[src/rtl/rdseq_pkg.sv]
package rdseq_pkg;

    localparam int ADDR_W  = 19;
    localparam int CMP_W   = 13;
    localparam int SEQ_LEN = 7;
    localparam int PRE_LEN = SEQ_LEN - 1;

    typedef logic [CMP_W-1:0] cmp_t;

    typedef enum logic [2:0] {
        SEQ_IDLE = 3'd0,
        SEQ_GOT1 = 3'd1,
        SEQ_GOT2 = 3'd2,
        SEQ_GOT3 = 3'd3,
        SEQ_GOT4 = 3'd4,
        SEQ_GOT5 = 3'd5,
        SEQ_GOT6 = 3'd6
    } seq_state_e;

    localparam cmp_t OPEN_TAIL = 13'h041A;
    localparam cmp_t SHUT_TAIL = 13'h040A;

    function automatic cmp_t prefix_addr(input int idx);
        cmp_t a;
        case (idx)
            0:       a = 13'h1823;
            1:       a = 13'h1820;
            2:       a = 13'h1822;
            3:       a = 13'h0418;
            4:       a = 13'h041B;
            5:       a = 13'h0419;
            default: a = '0;
        endcase
        return a;
    endfunction

endpackage

[src/rtl/rdseq_match.sv]
module rdseq_match
    import rdseq_pkg::*;
#(
    parameter int AW = ADDR_W,
    parameter int CW = CMP_W,
    parameter int PL = PRE_LEN
) (
    input  logic [AW-1:0] addr_i,
    output logic [PL-1:0] pre_hit_o,
    output logic          open_hit_o,
    output logic          shut_hit_o
);

    localparam logic [CW-1:0] OPEN_KEY = CW'(OPEN_TAIL);
    localparam logic [CW-1:0] SHUT_KEY = CW'(SHUT_TAIL);

    logic [CW-1:0] key;

    // upper bits never reach the comparators
    assign key = addr_i[CW-1:0];

    for (genvar g = 0; g < PL; g++) begin : g_pre
        localparam logic [CW-1:0] REF = CW'(prefix_addr(g));
        assign pre_hit_o[g] = (key == REF);
    end

    assign open_hit_o = (key == OPEN_KEY);
    assign shut_hit_o = (key == SHUT_KEY);

endmodule

[src/rtl/rdseq_fsm.sv]
module rdseq_fsm
    import rdseq_pkg::*;
#(
    parameter int PL = PRE_LEN
) (
    input  logic          clk_i,
    input  logic          rst_ni,
    input  logic          rd_stb_i,
    input  logic          wr_stb_i,
    input  logic [PL-1:0] pre_hit_i,
    input  logic          open_hit_i,
    input  logic          shut_hit_i,
    output logic          fire_open_o,
    output logic          fire_shut_o
);

    seq_state_e state_q, state_d, restart;
    logic       rd_only;

    assign rd_only = rd_stb_i && !wr_stb_i;
    assign restart = pre_hit_i[0] ? SEQ_GOT1 : SEQ_IDLE;

    always_ff @(posedge clk_i) begin
        if (!rst_ni) state_q <= SEQ_IDLE;
        else         state_q <= state_d;
    end

    always_comb begin
        state_d = state_q;
        if (wr_stb_i) begin
            state_d = SEQ_IDLE;
        end else if (rd_stb_i) begin
            unique case (state_q)
                SEQ_IDLE: state_d = restart;
                SEQ_GOT1: state_d = pre_hit_i[1] ? SEQ_GOT2 : restart;
                SEQ_GOT2: state_d = pre_hit_i[2] ? SEQ_GOT3 : restart;
                SEQ_GOT3: state_d = pre_hit_i[3] ? SEQ_GOT4 : restart;
                SEQ_GOT4: state_d = pre_hit_i[4] ? SEQ_GOT5 : restart;
                SEQ_GOT5: state_d = pre_hit_i[5] ? SEQ_GOT6 : restart;
                SEQ_GOT6: state_d = restart;
                default:  state_d = SEQ_IDLE;
            endcase
        end
    end

    always_comb begin
        fire_open_o = 1'b0;
        fire_shut_o = 1'b0;
        if (rd_only && state_q == SEQ_GOT6) begin
            fire_open_o = open_hit_i;
            fire_shut_o = shut_hit_i;
        end
    end


    wr_abort_chk: assert property (@(posedge clk_i) disable iff (!rst_ni)
        wr_stb_i |=> state_q == SEQ_IDLE);


    idle_hold_chk: assert property (@(posedge clk_i) disable iff (!rst_ni)
        (!rd_stb_i && !wr_stb_i) |=> $stable(state_q));


    stray_read_chk: assert property (@(posedge clk_i) disable iff (!rst_ni)
        (rd_only && !(|pre_hit_i)) |=> state_q == SEQ_IDLE);

endmodule

[src/rtl/rdseq_flag.sv]
module rdseq_flag (
    input  logic clk_i,
    input  logic rst_ni,
    input  logic fire_open_i,
    input  logic fire_shut_i,
    output logic prot_o,
    output logic lock_pls_o,
    output logic unlock_pls_o
);

    always_ff @(posedge clk_i) begin
        if (!rst_ni) begin
            prot_o       <= 1'b1;
            lock_pls_o   <= 1'b0;
            unlock_pls_o <= 1'b0;
        end else begin
            lock_pls_o   <= fire_shut_i;
            unlock_pls_o <= fire_open_i;
            if (fire_shut_i)      prot_o <= 1'b1;
            else if (fire_open_i) prot_o <= 1'b0;
        end
    end


    pulse_excl_chk: assert property (@(posedge clk_i) disable iff (!rst_ni)
        $onehot0({lock_pls_o, unlock_pls_o}));


    lock_width_chk: assert property (@(posedge clk_i) disable iff (!rst_ni)
        lock_pls_o |=> !lock_pls_o);


    unlock_width_chk: assert property (@(posedge clk_i) disable iff (!rst_ni)
        unlock_pls_o |=> !unlock_pls_o);


    open_flag_chk: assert property (@(posedge clk_i) disable iff (!rst_ni)
        unlock_pls_o |-> !prot_o);


    shut_flag_chk: assert property (@(posedge clk_i) disable iff (!rst_ni)
        lock_pls_o |-> prot_o);


    flag_move_chk: assert property (@(posedge clk_i) disable iff (!rst_ni)
        !$stable(prot_o) |-> (lock_pls_o || unlock_pls_o));

endmodule

[src/rtl/rdseq_guard.sv]
module rdseq_guard
    import rdseq_pkg::*;
#(
    parameter int AW = ADDR_W,
    parameter int CW = CMP_W
) (
    input  logic          clk_i,
    input  logic          rst_ni,
    input  logic          rd_stb_i,
    input  logic          wr_stb_i,
    input  logic [AW-1:0] addr_i,
    output logic          prot_o,
    output logic          lock_pls_o,
    output logic          unlock_pls_o
);

    logic [PRE_LEN-1:0] pre_hit;
    logic               open_hit, shut_hit;
    logic               fire_open, fire_shut;

    rdseq_match #(.AW(AW), .CW(CW), .PL(PRE_LEN)) u_match (
        .addr_i     (addr_i),
        .pre_hit_o  (pre_hit),
        .open_hit_o (open_hit),
        .shut_hit_o (shut_hit)
    );

    rdseq_fsm #(.PL(PRE_LEN)) u_fsm (
        .clk_i       (clk_i),
        .rst_ni      (rst_ni),
        .rd_stb_i    (rd_stb_i),
        .wr_stb_i    (wr_stb_i),
        .pre_hit_i   (pre_hit),
        .open_hit_i  (open_hit),
        .shut_hit_i  (shut_hit),
        .fire_open_o (fire_open),
        .fire_shut_o (fire_shut)
    );

    rdseq_flag u_flag (
        .clk_i        (clk_i),
        .rst_ni       (rst_ni),
        .fire_open_i  (fire_open),
        .fire_shut_i  (fire_shut),
        .prot_o       (prot_o),
        .lock_pls_o   (lock_pls_o),
        .unlock_pls_o (unlock_pls_o)
    );


    hi_bits_chk: assert property (@(posedge clk_i) disable iff (!rst_ni)
        (rd_stb_i && !wr_stb_i && addr_i[CW-1:0] == CW'(13'h1823)) |-> pre_hit[0]);

endmodule

[config.mk]
export PLATFORM = sky130hd
export DESIGN_NAME = rdseq_guard
export DESIGN_NICKNAME = d
export VERILOG_FILES = /design/src/rtl/rdseq_pkg.sv /design/src/rtl/rdseq_match.sv /design/src/rtl/rdseq_fsm.sv /design/src/rtl/rdseq_flag.sv /design/src/rtl/rdseq_guard.sv
export SDC_FILE = /design/constraint.sdc
export NUM_CORES = 1
export LEC_CHECK = 0
export BUFFER_PORTS_ARGS = -buffer_cell sky130_fd_sc_hd__buf_2
export CAP_MARGIN = 20
export CORE_AREA = 10 10 47 49
export CTS_BUF_LIST = sky130_fd_sc_hd__clkbuf_4
export DETAILED_ROUTE_END_ITERATION = 7
export DIE_AREA = 0 0 57 59
export GPL_ROUTABILITY_DRIVEN = 0
export GPL_TIMING_DRIVEN = 0
export RECOVER_POWER = 100
export SLEW_MARGIN = 20
export SYNTH_ARGS = -nofsm -noshare
export SYNTH_HDL_FRONTEND = slang
export SYNTH_SLANG_ARGS = --single-unit
[constraint.sdc]
create_clock -name clk_i -period 1.7 [get_ports clk_i]
set_clock_uncertainty 0.05 [all_clocks]
set_input_delay 0 -clock clk_i [delete_from_list [all_inputs] [get_ports clk_i]]
set_output_delay 0 -clock clk_i [all_outputs]
set_load 0.01 [all_outputs]
Yosys cells after proc, flatten, opt, wreduce, memory -nomap -nowiden

Index checks and enable logic that the tools add are counted.

Output and inout bits: 3
Input bits: 23
Bits in registers: 6
Word-level logic and storage cells: 35

Mux-type cells: 9
Bitwise logic cells: 1
Reduce and logical (&&, ||, !) cells: 7
Eq/ne operators: 14

Operator list:

| kind                   | number |
|---|---|
| $eq A13 B11 Y1 const B | 5 |
| $eq A13 B13 Y1 const B | 3 |
| $pmux W3 S6            | 1 |
| $mux W3                | 5 |
| $eq A3 B3 Y1 const B   | 3 |
| $eq A3 B2 Y1 const B   | 2 |
| $reduce_or A2 Y1       | 3 |
| $eq A3 B1 Y1 const B   | 1 |
| $logic_not A3 Y1       | 1 |
| $mux W1                | 3 |
| $logic_and A1 B1 Y1    | 2 |
| $logic_not A1 Y1       | 1 |
| $not A1 Y1             | 1 |

Longest topological paths before layout

Gate-level depths: netlist (run 1).

Word-level depth: 5
Mapped depth: 4

Modules after synthesis

A second synthesis (run 1) with hierarchy kept.

Cells, all modules: 62
Area, all modules: 519.2 sq um

Modules (own cells, without submodules):

| module      | instances | cells each | area an instance (sq um) |
|---|---|---|---|
| rdseq_fsm   | 1         | 33         | 259.0 |
| rdseq_match | 1         | 22         | 172.7 |
| rdseq_flag  | 1         | 7          | 87.6 |

Worst setup path before layout (run 1)

Ideal clock, no wire load.

Path type: register -> register
From: register u_fsm.state_q[0]
To: register u_flag.prot_o
Period minus slack after synthesis: 1.303 ns
Data required time: 1.527 ns
Path buffers: 0
Data arrival time: 1.130 ns
Library setup time: 0.123 ns
Slack: 0.397 ns
Stages on the path, launching flop included: 5
Cells stage by stage: dfxtp_1 > nor2b_1 > nand3_1 > nor4_2 > mux2_1

Longest elaborated chain between the ends: 4

RTL lines:

| what                              | RTL line         | text |
|---|---|---|
| from (decl)                       | rdseq_fsm.sv:17  | `seq_state_e state_q, state_d, restart;` |
| from (signal assigned)            | rdseq_fsm.sv:25  | `else state_q <= state_d;` |
| $eq A3 B3 Y1 (*)                  | rdseq_fsm.sv:49  | `if (rd_only && state_q == SEQ_GOT6) begin` |
| $logic_and A1 B1 Y1 (*)           | rdseq_fsm.sv:49  |  |
| $mux W1                           | rdseq_fsm.sv:49  |  |
| $reduce_or A2 Y1 (no source line) | -                |  |
| to (signal assigned)              | rdseq_flag.sv:13 | `prot_o <= 1'b1;` |
| to (signal assigned)              | rdseq_flag.sv:19 | `if (fire_shut_i) prot_o <= 1'b1;` |
| to (signal assigned)              | rdseq_flag.sv:20 | `else if (fire_open_i) prot_o <= 1'b0;` |
| to (decl)                         | rdseq_flag.sv:6  | `output logic prot_o,` |

Every way passes the cells marked *; elsewhere a longest branch is shown, timed or not.
A chain may end at the register's enable or synchronous reset.

Worst setup path in the final report (run 1)

Same ends and word-level chain as after synthesis.

==> results of run 1 <==
==> registers in the layout, summed over array words and instances, names as in the netlist <==
| signal | flops |
|---|---|
| u_fsm.state_q | 3 |
| u_flag.unlock_pls_o | 1 |
| u_flag.prot_o | 1 |
| u_flag.lock_pls_o | 1 |
==> report_power, final <==
part / internal, mW / switching [mW] / leakage (nW) / total [mW]
Clock: 0.0797 / 0.0487 / 0.0138 / 0.128
Combinational: 0.0230 / 0.0193 / 0.167 / 0.0423
Sequential: 0.141 / 0.00000113 / 0.0483 / 0.141
==> area by class of cell <==
type,count,area [µm²]
repair buffers,21,110.1
clock buffers,3,22.52
well taps,16,20.02
multi-input cells,37,265.3
fillers,161,859.6
flip-flops and latches,6,120.1
inverters,1,3.754
==> layer usage <==
metal,vias up,routed length [µm],GRT usage (%)
li1,220,-,-
met3,2,69,2.361
met5,-,0,0
met4,0,23,6.040
met2,18,461,9.767
met1,187,486,7.867
==> per-stage QoR <==
stage	setup slack, ns	utilization [%]	cells	hold slack [ns]
6_report	0.1176	38.66	84	0.09729
5_1_grt	0.02780	38.66	84	0.09705
4_1_cts	0.2021	39.46	84	0.07479
3_5_place_dp	0.2608	36.43	79	0.2359
3_3_place_gp	0.2536	36.43	79	0.2373
2_1_floorplan	0.3970	-	44	0.09590
==> how the worst max path moves through the flow <==
stage / to / depth (start not counted)
after floorplan: u_flag.prot_o$_SDFFE_PP1P_ / 4
after global placement: u_flag.prot_o$_SDFFE_PP1P_ / 4
after detailed placement: u_flag.prot_o$_SDFFE_PP1P_ / 4
after CTS: u_fsm.state_q[1]$_SDFFE_PP0P_ / 6
after global routing: u_flag.prot_o$_SDFFE_PP1P_ / 4
final: u_flag.prot_o$_SDFFE_PP1P_ / 4
==> cells in the final DEF, fill, tap and decap left out, types with 2 or more instances in the layout <==
cell type / instances
sky130_fd_sc_hd__buf_2: 15
sky130_fd_sc_hd__dfxtp_1: 6
sky130_fd_sc_hd__nand2_1: 5
sky130_fd_sc_hd__clkbuf_1: 4
sky130_fd_sc_hd__nor2b_1: 3
sky130_fd_sc_hd__nor3b_1: 3
sky130_fd_sc_hd__clkbuf_4: 3
sky130_fd_sc_hd__nor2_1: 2
sky130_fd_sc_hd__nand3_1: 2
sky130_fd_sc_hd__and3b_1: 2
sky130_fd_sc_hd__a22o_1: 2
sky130_fd_sc_hd__and3_1: 2
sky130_fd_sc_hd__a31o_2: 2
sky130_fd_sc_hd__dlygate4sd3_1: 2
==> critical path: cells and delay by family, from the launching register on <==
| family | cells | cell delay [ns] |
|---|---|---|
| AND/OR/NAND/NOR | 3 | 0.70 |
| multiplexers | 1 | 0.36 |
| flip-flops | 1 | 0.35 |
==> timing repair <==
item / in CTS / in global routing
hold buffers: 2 / 0
gates resized for setup: 0 / 0
endpoints found under the hold margin: 1 / 0
==> cell families (layout without fill, tap and decap cells) <==
| family | Yosys count | count (layout) | synth area share (%) |
|---|---|---|---|
| flops | 6 | 6 | 30.38 |
| mux | 1 | 1 | 2.848 |
| compound gates | 9 | 9 | 18.36 |
| buf+inv | 1 | 25 | 0.9485 |
| simple gates | 27 | 27 | 47.47 |
==> results.cfg, run 1 <==
[synth]
postSynthRegisterBits = 6
number_of_flops_mapped_to_enable_cells_by_yosys = 0
average_cell_area_after_synthesis_um2 = 8.986
netlist.top_cell.by_area = sky130_fd_sc_hd__dfxtp_1
synth_top_cells_by_area = sky130_fd_sc_hd__dfxtp_1 (30%), sky130_fd_sc_hd__nor4b_4 (6.0%), sky130_fd_sc_hd__nor3b_1 (5.7%), sky130_fd_sc_hd__nand2_1 (4.7%), sky130_fd_sc_hd__nor2b_1 (4.7%)
yosys_warnings = 0
synth_top_cell_area_share_pct = 30.38
synthesis.instances = 44
synth_commonest_cells = sky130_fd_sc_hd__dfxtp_1 (6), sky130_fd_sc_hd__nand2_1 (5), sky130_fd_sc_hd__nor2b_1 (3), sky130_fd_sc_hd__nor3b_1 (3)
synth.most_common_cell = sky130_fd_sc_hd__dfxtp_1
syn-num-nets = 67
synth_cell_type_count = 25
synth_top_flop_cell = sky130_fd_sc_hd__dfxtp_1
synth_sequential_area_ratio_pct = 30.38
async_s_r_ff_share_synth_pct = 0
mapped_area_um2 = 395.4

[power_and_ir_drop]
power.density_nw_per_um2 = 575.6
vdd_drop_max_mv = 0.2050
report.power.total_mw = 0.3118
p_leak_nw = 0.2296

[cells_and_area]
postLayoutCellArea_um2 = 541.8
finalNetCount = 93
layout-drive-gt1-share_pct = 30.88
area.growth.synth_to_final_pct = 37.03
antenna_cells_inserted = 0

[timing]
setup-tns-final_ns = 0
worst_slew_pin_slew_ns = 0.4796
final_period_minus_worst_setup_slack_ns = 1.582
timing.final.crit_share_pct = 93.08
timing.fmax_mhz = 631.9
final-setup-viol-count = 0
timing.final.max_slew_violations = 0
rsz0062_at_grt = false
max_slew_margin_pct = 67.73
timing_hold_violations_final = 0

[drt]
detail_route.vias_per_cell = 5.083
wl_per_cell_um = 12.38
drt.antenna.violating_nets = 0
drtIter0Drc = 3
drc = 0
route.vias.total = 427
first_pass_iters = 4
final_routed_wirelength_across_all_metal_layers_mm = 1.040

[cts]
cts_tree = built
path_clk_slew_ns = 0.04
clkLatencyLatePin_ns = 0.24
cts-root-to-sink-buffers = 2
post-cts-setup-buffers = 0
cts_made_buffers = 3
cts_num_sinks = 6
cts-root-buf = sky130_fd_sc_hd__clkbuf_4
htree_levels = 1

[grt]
grt_remaining_overflow = 0
grt_first_pass_wirelength_mm = 1.883
vias_in_the_first_global_route = 485
grt_start_max_net_pins = 9
grt_antenna_before_repair = 0
grt.total_usage_pct = 6.837

[critical_path]
worst-path-max-fanout = 7
critPathLaunchType = register
worstPathCellList = nor2b_1, nand3_1, nor4_1, mux2_1
crit_type = register to register
worst_setup_startpoint = u_fsm.state_q[0]$_SDFFE_PP0P_
worst-r2r-cell-count = 4
cp_data_arrival_time_ns = 1.66
critPathMaxStageDelay_ns = 0.38
worst-endpoint-required_ns = 1.77
crit_slowest_cell = sky130_fd_sc_hd__nor4_1
critical_path.reg2reg.endpoint = u_flag.prot_o$_SDFFE_PP1P_
start_of_the_worst_register_to_register_path = u_fsm.state_q[0]$_SDFFE_PP0P_
cp-end-kind = register
reg2reg_slack_ns = 0.12

[die]
design.portCount = 26
area_of_the_die_um2 = 3363
placementRows = 14
die_width_um = 57
fp.dieH_um = 59
core_area_um2 = 1401
start_util_pct = 28.21

[place]
dp_hpwl_um = 882.4
cell_area_after_placement_um2 = 510.5
port-buffer-count = 19

[job]
max_cap_violations = 0

[hold_path]
whs_path_depth = 3
worstHoldPathType = input pin to register
hold_path.startpoint = wr_stb_i
hold_path_end = u_flag.unlock_pls_o$_SDFF_PN0_

[status]
outcome = finished, final reports clean
No activity file was read; power rests on OpenSTA's default activity.
==> run 2, diff against run 1 <==
==> constraint.sdc (replaced) <==
create_clock -name clk_i -period 1.6 [get_ports clk_i]
set_clock_uncertainty 0.05 [all_clocks]
set_input_delay 0 -clock clk_i [delete_from_list [all_inputs] [get_ports clk_i]]
set_output_delay 0 -clock clk_i [all_outputs]
set_load 0.01 [all_outputs]
==> results.cfg, run 2 (same netlist as run 1, synthesis figures left out) <==
[critical_path]
cp_data_arrival_time_ns = 1.53
crit_type = register to register
start_of_the_worst_register_to_register_path = u_fsm.state_q[0]$_SDFFE_PP0P_
worst-r2r-cell-count = 4
worst-path-max-fanout = 7
critical_path.reg2reg.endpoint = u_flag.prot_o$_SDFFE_PP1P_
critPathLaunchType = register
cp-end-kind = register
worst-endpoint-required_ns = 1.68
reg2reg_slack_ns = 0.15

[drt]
drt.antenna.violating_nets = 0
detail_route.vias_per_cell = 5.048
drtIter0Drc = 6
final_routed_wirelength_across_all_metal_layers_mm = 1.041
wl_per_cell_um = 12.39
drc = 0
first_pass_iters = 4
route.vias.total = 424

[die]
start_util_pct = 28.21
fp.dieH_um = 59
core_area_um2 = 1401
area_of_the_die_um2 = 3363
die_width_um = 57
placementRows = 14
design.portCount = 26

[hold_path]
worstHoldPathType = input pin to register
whs_path_depth = 3
hold_path_end = u_flag.unlock_pls_o$_SDFF_PN0_
hold_path.startpoint = wr_stb_i

[timing]
timing.final.crit_share_pct = 90.76
post-route-worst-setup-slack_ns = 0.1479
timing.final.max_slew_violations = 0
timing.fmax_mhz = 688.6
final_period_minus_worst_setup_slack_ns = 1.452
setup-tns-final_ns = 0
max_slew_margin_pct = 74.72
rsz0062_at_grt = false
final-setup-viol-count = 0
worst_slew_pin_slew_ns = 0.3784
timing_hold_violations_final = 0

[cts]
clkLatencyLatePin_ns = 0.24
cts_tree = built
cts_made_buffers = 3
post-cts-setup-buffers = 0
htree_levels = 1
path_clk_slew_ns = 0.05
cts_num_sinks = 6
cts-root-buf = sky130_fd_sc_hd__clkbuf_4
cts-root-to-sink-buffers = 2

[cells_and_area]
layout.cells.most_common_list = sky130_fd_sc_hd__buf_2 (15), sky130_fd_sc_hd__dfxtp_1 (6), sky130_fd_sc_hd__nand2_1 (5)
layout-drive-gt1-share_pct = 35.29
antenna_cells_inserted = 0
fillerInstances = 157
area.growth.synth_to_final_pct = 40.51
largest_register_ffs = 3
sequential_cell_area_in_the_final_layout_um2 = 120.1
finalNetCount = 93
multi_input_area_um2 = 277.8
layout.cells.most_common = sky130_fd_sc_hd__buf_2
top_register = u_fsm.state_q

[place]
dp_hpwl_um = 882.4
post-place-ws_ns = 0.1608
port-buffer-count = 19

[power_and_ir_drop]
power.density_nw_per_um2 = 600.2
p_leak_nw = 0.2332
vdd_drop_max_mv = 0.2189

[job]
max_cap_violations = 0

[status]
outcome = finished, final reports clean

[grt]
grt_remaining_overflow = 0
grt_antenna_before_repair = 0
grt_first_pass_wirelength_mm = 1.883
vias_in_the_first_global_route = 485
grt_start_max_net_pins = 9
grt.total_usage_pct = 6.837
==> run 2: worst max-delay path by stage <==
stage | end | start | depth (start not counted) | slack (ns)
2_1_floorplan | u_flag.prot_o$_SDFFE_PP1P_ | u_fsm.state_q[0]$_SDFFE_PP0P_ | 4 | 0.30
3_3_place_gp | u_flag.prot_o$_SDFFE_PP1P_ | u_fsm.state_q[0]$_SDFFE_PP0P_ | 4 | 0.15
3_5_place_dp | u_flag.prot_o$_SDFFE_PP1P_ | u_fsm.state_q[0]$_SDFFE_PP0P_ | 4 | 0.16
4_1_cts | u_fsm.state_q[1]$_SDFFE_PP0P_ | addr_i[4] | 6 | 0.10
5_1_grt | u_fsm.state_q[1]$_SDFFE_PP0P_ | addr_i[4] | 6 | 0.02
6_report | u_flag.prot_o$_SDFFE_PP1P_ | u_fsm.state_q[0]$_SDFFE_PP0P_ | 4 | 0.15
==> run 2: area by class of cell <==
class                   count  share of cell area, %
clock buffers               3                  4.054
inverters                   1                 0.6757
multi-input cells          37                  50.00
flip-flops and latches      6                  21.62
well taps                  16                  3.604
repair buffers             21                  20.05
==> run 2: routing by layer <==
metal	GRT usage [%]	up-vias	part of all wire (%)
met5	0	-	0
met4	6.040	0	2.8
met3	2.361	2	6.4
met2	9.767	16	44
met1	7.867	186	46
li1	-	220	-
==> run 2: what timing repair did <==
item	CTS	global route
endpoints found under the hold margin	1	0
hold buffers	2	0
setup endpoints to repair	0	1
resized for setup	0	1
==> run 2: power breakdown <==
group	internal, mW	switching [mW]
combinational	0.0256	0.0214
sequential	0.150	0.00000128
clock	0.0847	0.0518
==> run 2: worst max-delay path, cell delays in order (launching register included) <==
cell and delay, ns:
sky130_fd_sc_hd__dfxtp_1 0.36, sky130_fd_sc_hd__nor2b_1 0.21, sky130_fd_sc_hd__nand3_1 0.12, sky130_fd_sc_hd__nor4_2 0.24
sky130_fd_sc_hd__mux2_1 0.35
==> run 2: metrics by stage <==
step	instance area (µm²)	utilization, %	cells	hold WS (ns)	power [mW]
floorplan	395.4	-	44	0.09590	0.1658
global placement	510.5	36.43	79	0.2373	0.1945
detailed placement	510.5	36.43	79	0.2359	0.1949
CTS	553.0	39.46	84	0.07479	0.3404
global route	555.5	39.64	84	0.08604	0.3623
finish	555.5	39.64	84	0.08336	0.3334
